### config.mk
export PLATFORM = sky130hd
export DESIGN_NAME = panel_tone_mod
export DESIGN_NICKNAME = d
export VERILOG_FILES = /design/src/rtl/panel_tone_mod.sv
export SDC_FILE = /design/constraint.sdc
export NUM_CORES = 1
export LEC_CHECK = 0
export CAP_MARGIN = 15
export CORE_MARGIN = 2
export CORE_UTILIZATION = 33
export DETAILED_ROUTE_END_ITERATION = 8
export GPL_ROUTABILITY_DRIVEN = 0
export GPL_TIMING_DRIVEN = 1
export HOLD_SLACK_MARGIN = 0.1
export PLACE_DENSITY = 0.55
export SLEW_MARGIN = 10
export SYNTH_ARGS = -nofsm -noshare
export SYNTH_HDL_FRONTEND = slang
export SYNTH_SLANG_ARGS = --single-unit
### constraint.sdc
create_clock -name clk -period 19.7 [get_ports clk]
set_clock_uncertainty 0.2 [all_clocks]
set_input_delay 3.94 -clock clk [delete_from_list [all_inputs] [get_ports clk]]
set_output_delay 3.94 -clock clk [all_outputs]
set_load 0.005 [all_outputs]
### src/rtl/panel_tone_mod.sv
module panel_tone_mod #(
  parameter int CODE_W  = 4,
  parameter int CNT_W   = 3,
  parameter int MIN_LEN = 3,
  parameter int MAX_LEN = 7
) (
  input  logic              clk,
  input  logic              rst,
  input  logic              frame_start,
  input  logic              conv_en,
  input  logic              grad_en,
  input  logic              hatch7_sel,
  input  logic [7:0]        hatch_sel,
  input  logic [CODE_W-1:0] pix_code,
  input  logic              x_odd,
  input  logic              y_odd,
  output logic [CODE_W-1:0] pix_out
);

  localparam int SUM_W = CNT_W + 1;

  logic [CNT_W-1:0] phase [0:MAX_LEN];

  for (genvar n = 0; n <= MAX_LEN; n++) begin : g_len
    if (n < MIN_LEN) begin : g_unused
      assign phase[n] = '0;
    end else begin : g_ctr
      logic [CNT_W-1:0] c;
      always_ff @(posedge clk) begin
        if (rst)
          c <= '0;
        else if (frame_start)
          c <= (c == CNT_W'(n - 1)) ? '0 : c + 1'b1;
      end
      assign phase[n] = c;
    end
  end

  logic [CNT_W-1:0] len, num, cur;
  logic             hatched, solid, lit;
  logic [SUM_W-1:0] shifted, idx;

  always_comb begin
    len = CNT_W'(3);
    num = '0;
    case (pix_code)
      4'd0:  begin len = 3'd3; num = 3'd0; end
      4'd1:  begin len = 3'd3; num = 3'd1; end
      4'd2:  begin len = 3'd3; num = 3'd2; end
      4'd3:  begin len = 3'd3; num = 3'd3; end
      4'd4:  begin len = 3'd4; num = 3'd1; end
      4'd5:  begin len = 3'd4; num = 3'd2; end
      4'd6:  begin len = 3'd4; num = 3'd3; end
      4'd7:  begin len = 3'd5; num = 3'd1; end
      4'd8:  begin len = 3'd5; num = 3'd2; end
      4'd9:  begin len = 3'd5; num = 3'd3; end
      4'd10: begin len = 3'd5; num = 3'd4; end
      4'd11: begin len = 3'd6; num = 3'd1; end
      4'd12: begin len = 3'd6; num = 3'd5; end
      4'd13: begin len = 3'd7; num = 3'd2; end
      4'd14: begin len = 3'd7; num = 3'd3; end
      default: begin len = 3'd7; num = 3'd4; end
    endcase
  end

  always_comb begin
    hatched = 1'b0;
    if (pix_code == 4'd7)
      hatched = hatch7_sel;
    else if (pix_code[3])
      hatched = hatch_sel[pix_code[2:0]];
  end

  assign cur     = phase[len];
  assign shifted = {1'b0, cur} + ((hatched && (x_odd ^ y_odd)) ? SUM_W'(len >> 1) : '0);
  assign idx     = (shifted >= SUM_W'(len)) ? shifted - SUM_W'(len) : shifted;
  assign solid   = (pix_code >= 4'd7) && !grad_en && !hatched;
  assign lit     = solid || (idx < SUM_W'(num));
  assign pix_out = conv_en ? {{(CODE_W-1){1'b0}}, lit} : pix_code;

endmodule

==> flow_summary.toml, run 1 <==
[timing]
timing.final.crit_share_pct = 70.97
relSlewSlack_pct = 48.65
tightest_slew_ns = 0.7679
rsz0062_at_grt = "false"
finalCriticalPeriod_ns = 13.98
maxSlewViolCount = 0
final.setup.tns_ns = 0
max_freq_ghz = 0.07152
setup_viol = 0
finalHoldViolCount = 0

[clock_tree]
ctsHoldBuffers = 0
clock_latency_ns = 0.25
htree_levels = 1
cts_resized = 0
numCtsBuffers = 3
cts_setup_buffers = 0
cts-root-buf = "clkbuf_8"
clkSlewWorstSetupHoldPaths_ns = 0.07
numClockSinks = 15
cts_tree = "done"
cts_max_path_buffers = 2

[outcome]
outcome = "completed"

[drt]
routed_wl_um = 3171
vias_per_cell = 5.262
wl_per_cell_um = 12.58
ant_nets = 0
drc = 0
vias = 1326
drtIter0Drc = 54
first_pass_iters = 6

[worst_setup_path]
arrival_ns = 9.84
crit_cells = 19
reg2regPathDepth = 5
required_ns = 15.56
worstSetupStartpointType = "input port"
max_stage_delay_ns = 0.94
worstPathCellList = "clkdlybuf4s50_1, nor2b_1, a311oi_4, mux2i_1, mux2_2, o21ai_1, ha_1, fa_1, fa_1, a21oi_1, o21ai_0, a311oi_1, mux2_1, ha_1, a221o_1, nor3b_1, mux2i_1, a22oi_1, clkdlybuf4s50_1"
timing.rr.start = "g_len[5].g_ctr.c[1]$_SDFFE_PP0P_"
path_class = "input port to primary output"
end_kind = "primary output"
startpoint = "pix_code[3]"
cpMaxStageDelayCell = "clkdlybuf4s50_1"
critPathBufInv = 2
crit_fanout = 20
crit_family = "compound AO/OA/AOI/OAI gates"

[synth]
yosys_warnings = 0
seq_area_frac_synth_pct = 20.22
syn_area_um2 = 1485
synth.area.top_cells = "dfxtp_1 20%, ha_1 13%, mux2i_1 8.1%"
synthDistinctLibCells = 43
async_flop_share_pct = 0
synth_seq_cells = 15
synth_top_cell_by_area = "dfxtp_1"
ys.flop_type = "dfxtp_1"
synthCells = 180
avgSynthCellArea_um2 = 8.251
netlist.area_leader.share_pct = 20.22
mappedNetlistNets = 217
synth_edf_count = 0

[global_routing]
grtUsageMet1_pct = 18.95
grt_use_met2_pct = 22.64
first_global_vias = 1264
grt-busiest-layer = "met2"
gr-total-overflow = 0
grtUsageMet3_pct = 1.994
grt_pass1_wl_um = 5747
grt_max_degree = 22
grt_usage_pct = 13.97
grt_antenna_before_repair = 0

[hold_path]
min_path_type = "register to register"
hold_path_depth = 2
worstHoldStart = "g_len[4].g_ctr.c[2]$_SDFFE_PP0P_"

[placed_design]
place.port_buffers = 23
hpwl_um = 2495
place_inst = 248

[die]
fp-row-count = 24
die-area_um2 = 5053
die_w_um = 71.09
die_y_um = 71.09
initial_core_util_pct = 34.11
ios = 24
core_um2 = 4354

[power]
peakVddDrop_uv = 41.07
power_density_nw_per_um2 = 57.14
p_total_uw = 102.5
power_leakage_nw = 0.7233

[layout]
reg_top3 = "g_len.g_ctr.c: 15 flops"
drive_above_1_share_pct = 7.500
fin_cells = 252
seq_area_um2 = 300.3
multi_input_area_um2 = 1096
nFillCells = 450
fin_nets = 238
diodes = 0
largest_register_ffs = 15
top_register = "g_len.g_ctr.c"
syn2layout_area_growth_pct = 20.72

[flow_run]
maxCapViolCount = 0
cell usage in the layout, fill, tap and decap left out, types with 2 or more instances in the layout:
| master | instances |
|---|---|
| ha_1 | 15 |
| a211oi_1 | 3 |
| nor2b_1 | 8 |
| nand3_1 | 3 |
| a311oi_1 | 2 |
| mux2i_1 | 12 |
| nor3_1 | 3 |
| o21ai_0 | 6 |
| fa_1 | 2 |
| dfxtp_1 | 15 |
| mux2_2 | 3 |
| mux4_2 | 2 |
| xor2_1 | 3 |
| a21o_1 | 2 |
| xnor2_1 | 3 |
| a31oi_1 | 3 |
| nor2_1 | 19 |
| clkdlybuf4s50_1 | 23 |
| a21oi_1 | 17 |
| inv_1 | 14 |
| o21ai_1 | 2 |
| nand2_1 | 12 |
| a31o_2 | 2 |
| nand2b_1 | 5 |
| clkbuf_8 | 3 |
| nor3b_1 | 2 |
tightest hold or removal path: cells and delay by family (launching register included):
kind            cells  cell delay (ns)
buf+inv             1             0.08
flops               1             0.31
compound gates      1             0.05
per-layer routing:
layer,vias to the layer above,wire length (um)
met5,-,0
met4,0,25
met3,2,127
met2,26,1419
met1,610,1599
li1,688,-
cell usage after synthesis (2+ instances only):
| cell | count |
|---|---|
| nand2_1 | 12 |
| nor3b_1 | 2 |
| nand3_1 | 3 |
| clkbuf_1 | 3 |
| inv_1 | 14 |
| dfxtp_1 | 15 |
| o21ai_1 | 2 |
| buf_2 | 2 |
| xor2_1 | 3 |
| a31o_2 | 2 |
| mux4_2 | 2 |
| mux2i_1 | 12 |
| xnor2_1 | 3 |
| nor3_1 | 3 |
| nor2_1 | 19 |
| ha_1 | 15 |
| a31oi_1 | 3 |
| o21ai_0 | 6 |
| a311oi_1 | 2 |
| nand2b_1 | 5 |
| a21oi_1 | 17 |
| fa_1 | 2 |
| mux2_2 | 3 |
| nor2b_1 | 8 |
| a21o_1 | 2 |
| a211oi_1 | 3 |
where the power goes:
part           switching (mW)  leakage, nW  internal, mW
Sequential            0.00219        0.123        0.0322
Combinational          0.0206        0.579        0.0221
Clock                  0.0112       0.0217        0.0142
Total                  0.0340        0.723        0.0685
final timing paths:
| path | endpoint | slack (ns) |
|---|---|---|
| min | g_len[4].g_ctr.c[2]$_SDFFE_PP0P_ | 0.28 |
| max | pix_out[0] | 5.72 |
| min reg2reg | g_len[4].g_ctr.c[2]$_SDFFE_PP0P_ | 0.28 |
| max reg2reg | g_len[5].g_ctr.c[1]$_SDFFE_PP0P_ | 18.42 |
logic make-up (layout without fill, tap and decap cells):
group | count (synthesis) | after routing | share of synthesized area [%]
XOR/XNOR | 6 | 6 | 3.539
multiplexers | 18 | 18 | 14.15
buffers and inverters | 21 | 41 | 5.981
AO/OA/AOI/OAI | 45 | 45 | 20.81
AND/OR/NAND/NOR | 58 | 58 | 19.97
flip-flops | 15 | 15 | 20.22
adder cells (fa/ha/maj) | 17 | 17 | 15.33
area by class of cell:
class,instances,area share [%]
repair buffers,23,12.84
flip-flops and latches,15,16.75
well taps,52,3.629
clock buffers,3,2.303
inverters,14,2.931
multi-input cells,144,61.13
clock inverters,1,0.4187
stage by stage:
stage          utilization, %  hold WS [ns]  cell area (um2)  worst slack (ns)
5_1_grt                 41.18        0.3131             1793             5.250
4_1_cts                 41.18        0.2861             1793             5.656
2_1_floorplan               -        0.2489             1485             7.333
3_5_place_dp            40.06        0.2761             1744             5.667
6_report                41.18        0.2850             1793             5.718
3_3_place_gp            40.06        0.2742             1744             5.760
No activity file was read; power rests on OpenSTA's default activity.
==> inputs of run 2 (changes only) <==
PLACE_DENSITY = 0.57   (was 0.55)
clock period = 11.6 ns   (was 19.7 ns; I/O delays follow)
==> flow_summary.toml, run 2 (synthesis gave the netlist of run 1 again) <==
[timing]
setup_viol = 0
relSlewSlack_pct = 50.54
final.setup.tns_ns = 0
tightest_slew_ns = 0.7396
whs_ns = 0.2896
timing.final.crit_share_pct = 92.76
max_freq_ghz = 0.09294
finalCriticalPeriod_ns = 10.76
rsz0062_at_grt = "false"
finalHoldViolCount = 0
maxSlewViolCount = 0

[layout]
postLayoutCoreUtil_pct = 41.52
fin_cells = 254
largest_register_ffs = 15
reg_top3 = "g_len.g_ctr.c: 15 flops"
layout_common_cells = "23 x clkdlybuf4s50_1, 19 x nor2_1, 17 x a21oi_1"
drive_above_1_share_pct = 8.416
top_register = "g_len.g_ctr.c"
fin_nets = 240
syn2layout_area_growth_pct = 21.74
diodes = 0
final_common_cell = "clkdlybuf4s50_1"

[worst_setup_path]
cp_common_cell = "ha_1"
worstPathCellList = "clkdlybuf4s50_1, inv_1, ha_1, inv_1, a311oi_4, mux2i_1, mux2_2, o21ai_1, ha_1, fa_1, fa_1, a21oi_1, o21ai_0, a311oi_1, mux2_1, ha_1, a221o_1, nor3b_1, mux2i_1, a22oi_1, clkdlybuf4s50_1"
crit_family = "compound AO/OA/AOI/OAI gates"
worstSetupStartpointType = "input port"
path_class = "input port to primary output"
required_ns = 9.08
max_stage_delay_ns = 0.55
reg2regPathDepth = 5
critPathBufInv = 4
crit_cells = 21
end_kind = "primary output"
crit_fanout = 7
timing.rr.start = "g_len[5].g_ctr.c[0]$_SDFFE_PP0P_"
cpMaxStageDelayCell = "clkdlybuf4s50_1"
arrival_ns = 8.24
critical_path.reg2reg.endpoint = "g_len[5].g_ctr.c[0]$_SDFFE_PP0P_"
reg2reg_slack_ns = 10.31

[die]
ios = 24
die-area_um2 = 5053
die_w_um = 71.09
die_y_um = 71.09
core_um2 = 4354
fp-row-count = 24
initial_core_util_pct = 34.11

[clock_tree]
htree_levels = 1
cts_setup_buffers = 0
clkSlewWorstSetupHoldPaths_ns = 0.07
clock_latency_ns = 0.25
cts_max_path_buffers = 2
numCtsBuffers = 3
cts_tree = "done"
cts_resized = 0
ctsHoldBuffers = 0
numClockSinks = 15
cts-root-buf = "clkbuf_8"

[outcome]
outcome = "completed"

[hold_path]
min_path_type = "register to register"
worstHoldStart = "g_len[4].g_ctr.c[2]$_SDFFE_PP0P_"
whs_endpoint = "g_len[4].g_ctr.c[2]$_SDFFE_PP0P_"
hold_path_depth = 2

[drt]
drc = 0
wl_per_cell_um = 12.77
first_pass_iters = 4
vias = 1292
routed_wl_um = 3244
vias_per_cell = 5.087
ant_nets = 0
drtIter0Drc = 83

[power]
power_density_nw_per_um2 = 96.99
peakVddDrop_uv = 64.50
power_leakage_nw = 0.7329

[global_routing]
grt_usage_pct = 13.77
first_global_vias = 1235
grt_antenna_before_repair = 0
gr-total-overflow = 0
grt_pass1_wl_um = 5658
grt_max_degree = 21

[placed_design]
place.port_buffers = 23
hpwl_um = 2566
place_inst = 250

[flow_run]
maxCapViolCount = 0
## run 2: cell count changes in the layout (fill, tap and decap cells not counted)
| cell | change |
|---|---|
| buf_4 | +2 |
## run 2: final cells by class
class	instances	area [um2]
Fill cell	431	2546
Tap cell	52	65.06
Clock buffer	3	41.29
Multi-Input combinational cell	144	1096
Clock inverter	1	7.507
Timing Repair Buffer	25	245.2
Inverter	14	52.55
Sequential cell	15	300.3
## run 2: how the worst max path moves through the flow
stage / end / slack [ns] / startpoint
2_1_floorplan: pix_out[0] / 2.47 / pix_code[0]
3_3_place_gp: pix_out[0] / 0.91 / pix_code[0]
3_5_place_dp: pix_out[0] / 0.80 / pix_code[0]
4_1_cts: pix_out[0] / 0.78 / pix_code[0]
5_1_grt: pix_out[0] / 0.48 / pix_code[0]
6_report: pix_out[0] / 0.84 / pix_code[0]
## run 2: worst min-delay path: stages (launching register included)
cell	delay, ns
dfxtp_1	0.31
inv_1	0.09
a211oi_1	0.05
## run 2: routing by layer
metal | vias up | part of all wire, % | GRT usage [%]
met5 | - | 0 | 0
met4 | 0 | 0.52 | 4.403
met3 | 2 | 4.7 | 1.567
met2 | 23 | 45 | 22.85
met1 | 585 | 49 | 18.74
li1 | 682 | - | -
## run 2: stage by stage
stage                     cell area, um2  power (mW)  setup WS, ns
final                               1808      0.1754        0.8403
after global routing                1808      0.1892        0.4757
after CTS                           1808      0.1768        0.7832
after detailed placement            1759      0.1327        0.7960
after global placement              1759      0.1322        0.9123
after floorplan                     1485      0.1098         2.473
## run 2: power breakdown
group / total [mW] / internal (mW) / leakage [nW] / switching, mW
logic: 0.0733 / 0.0380 / 0.588 / 0.0354
registers: 0.0582 / 0.0547 / 0.123 / 0.00356
clock network: 0.0438 / 0.0241 / 0.0217 / 0.0197
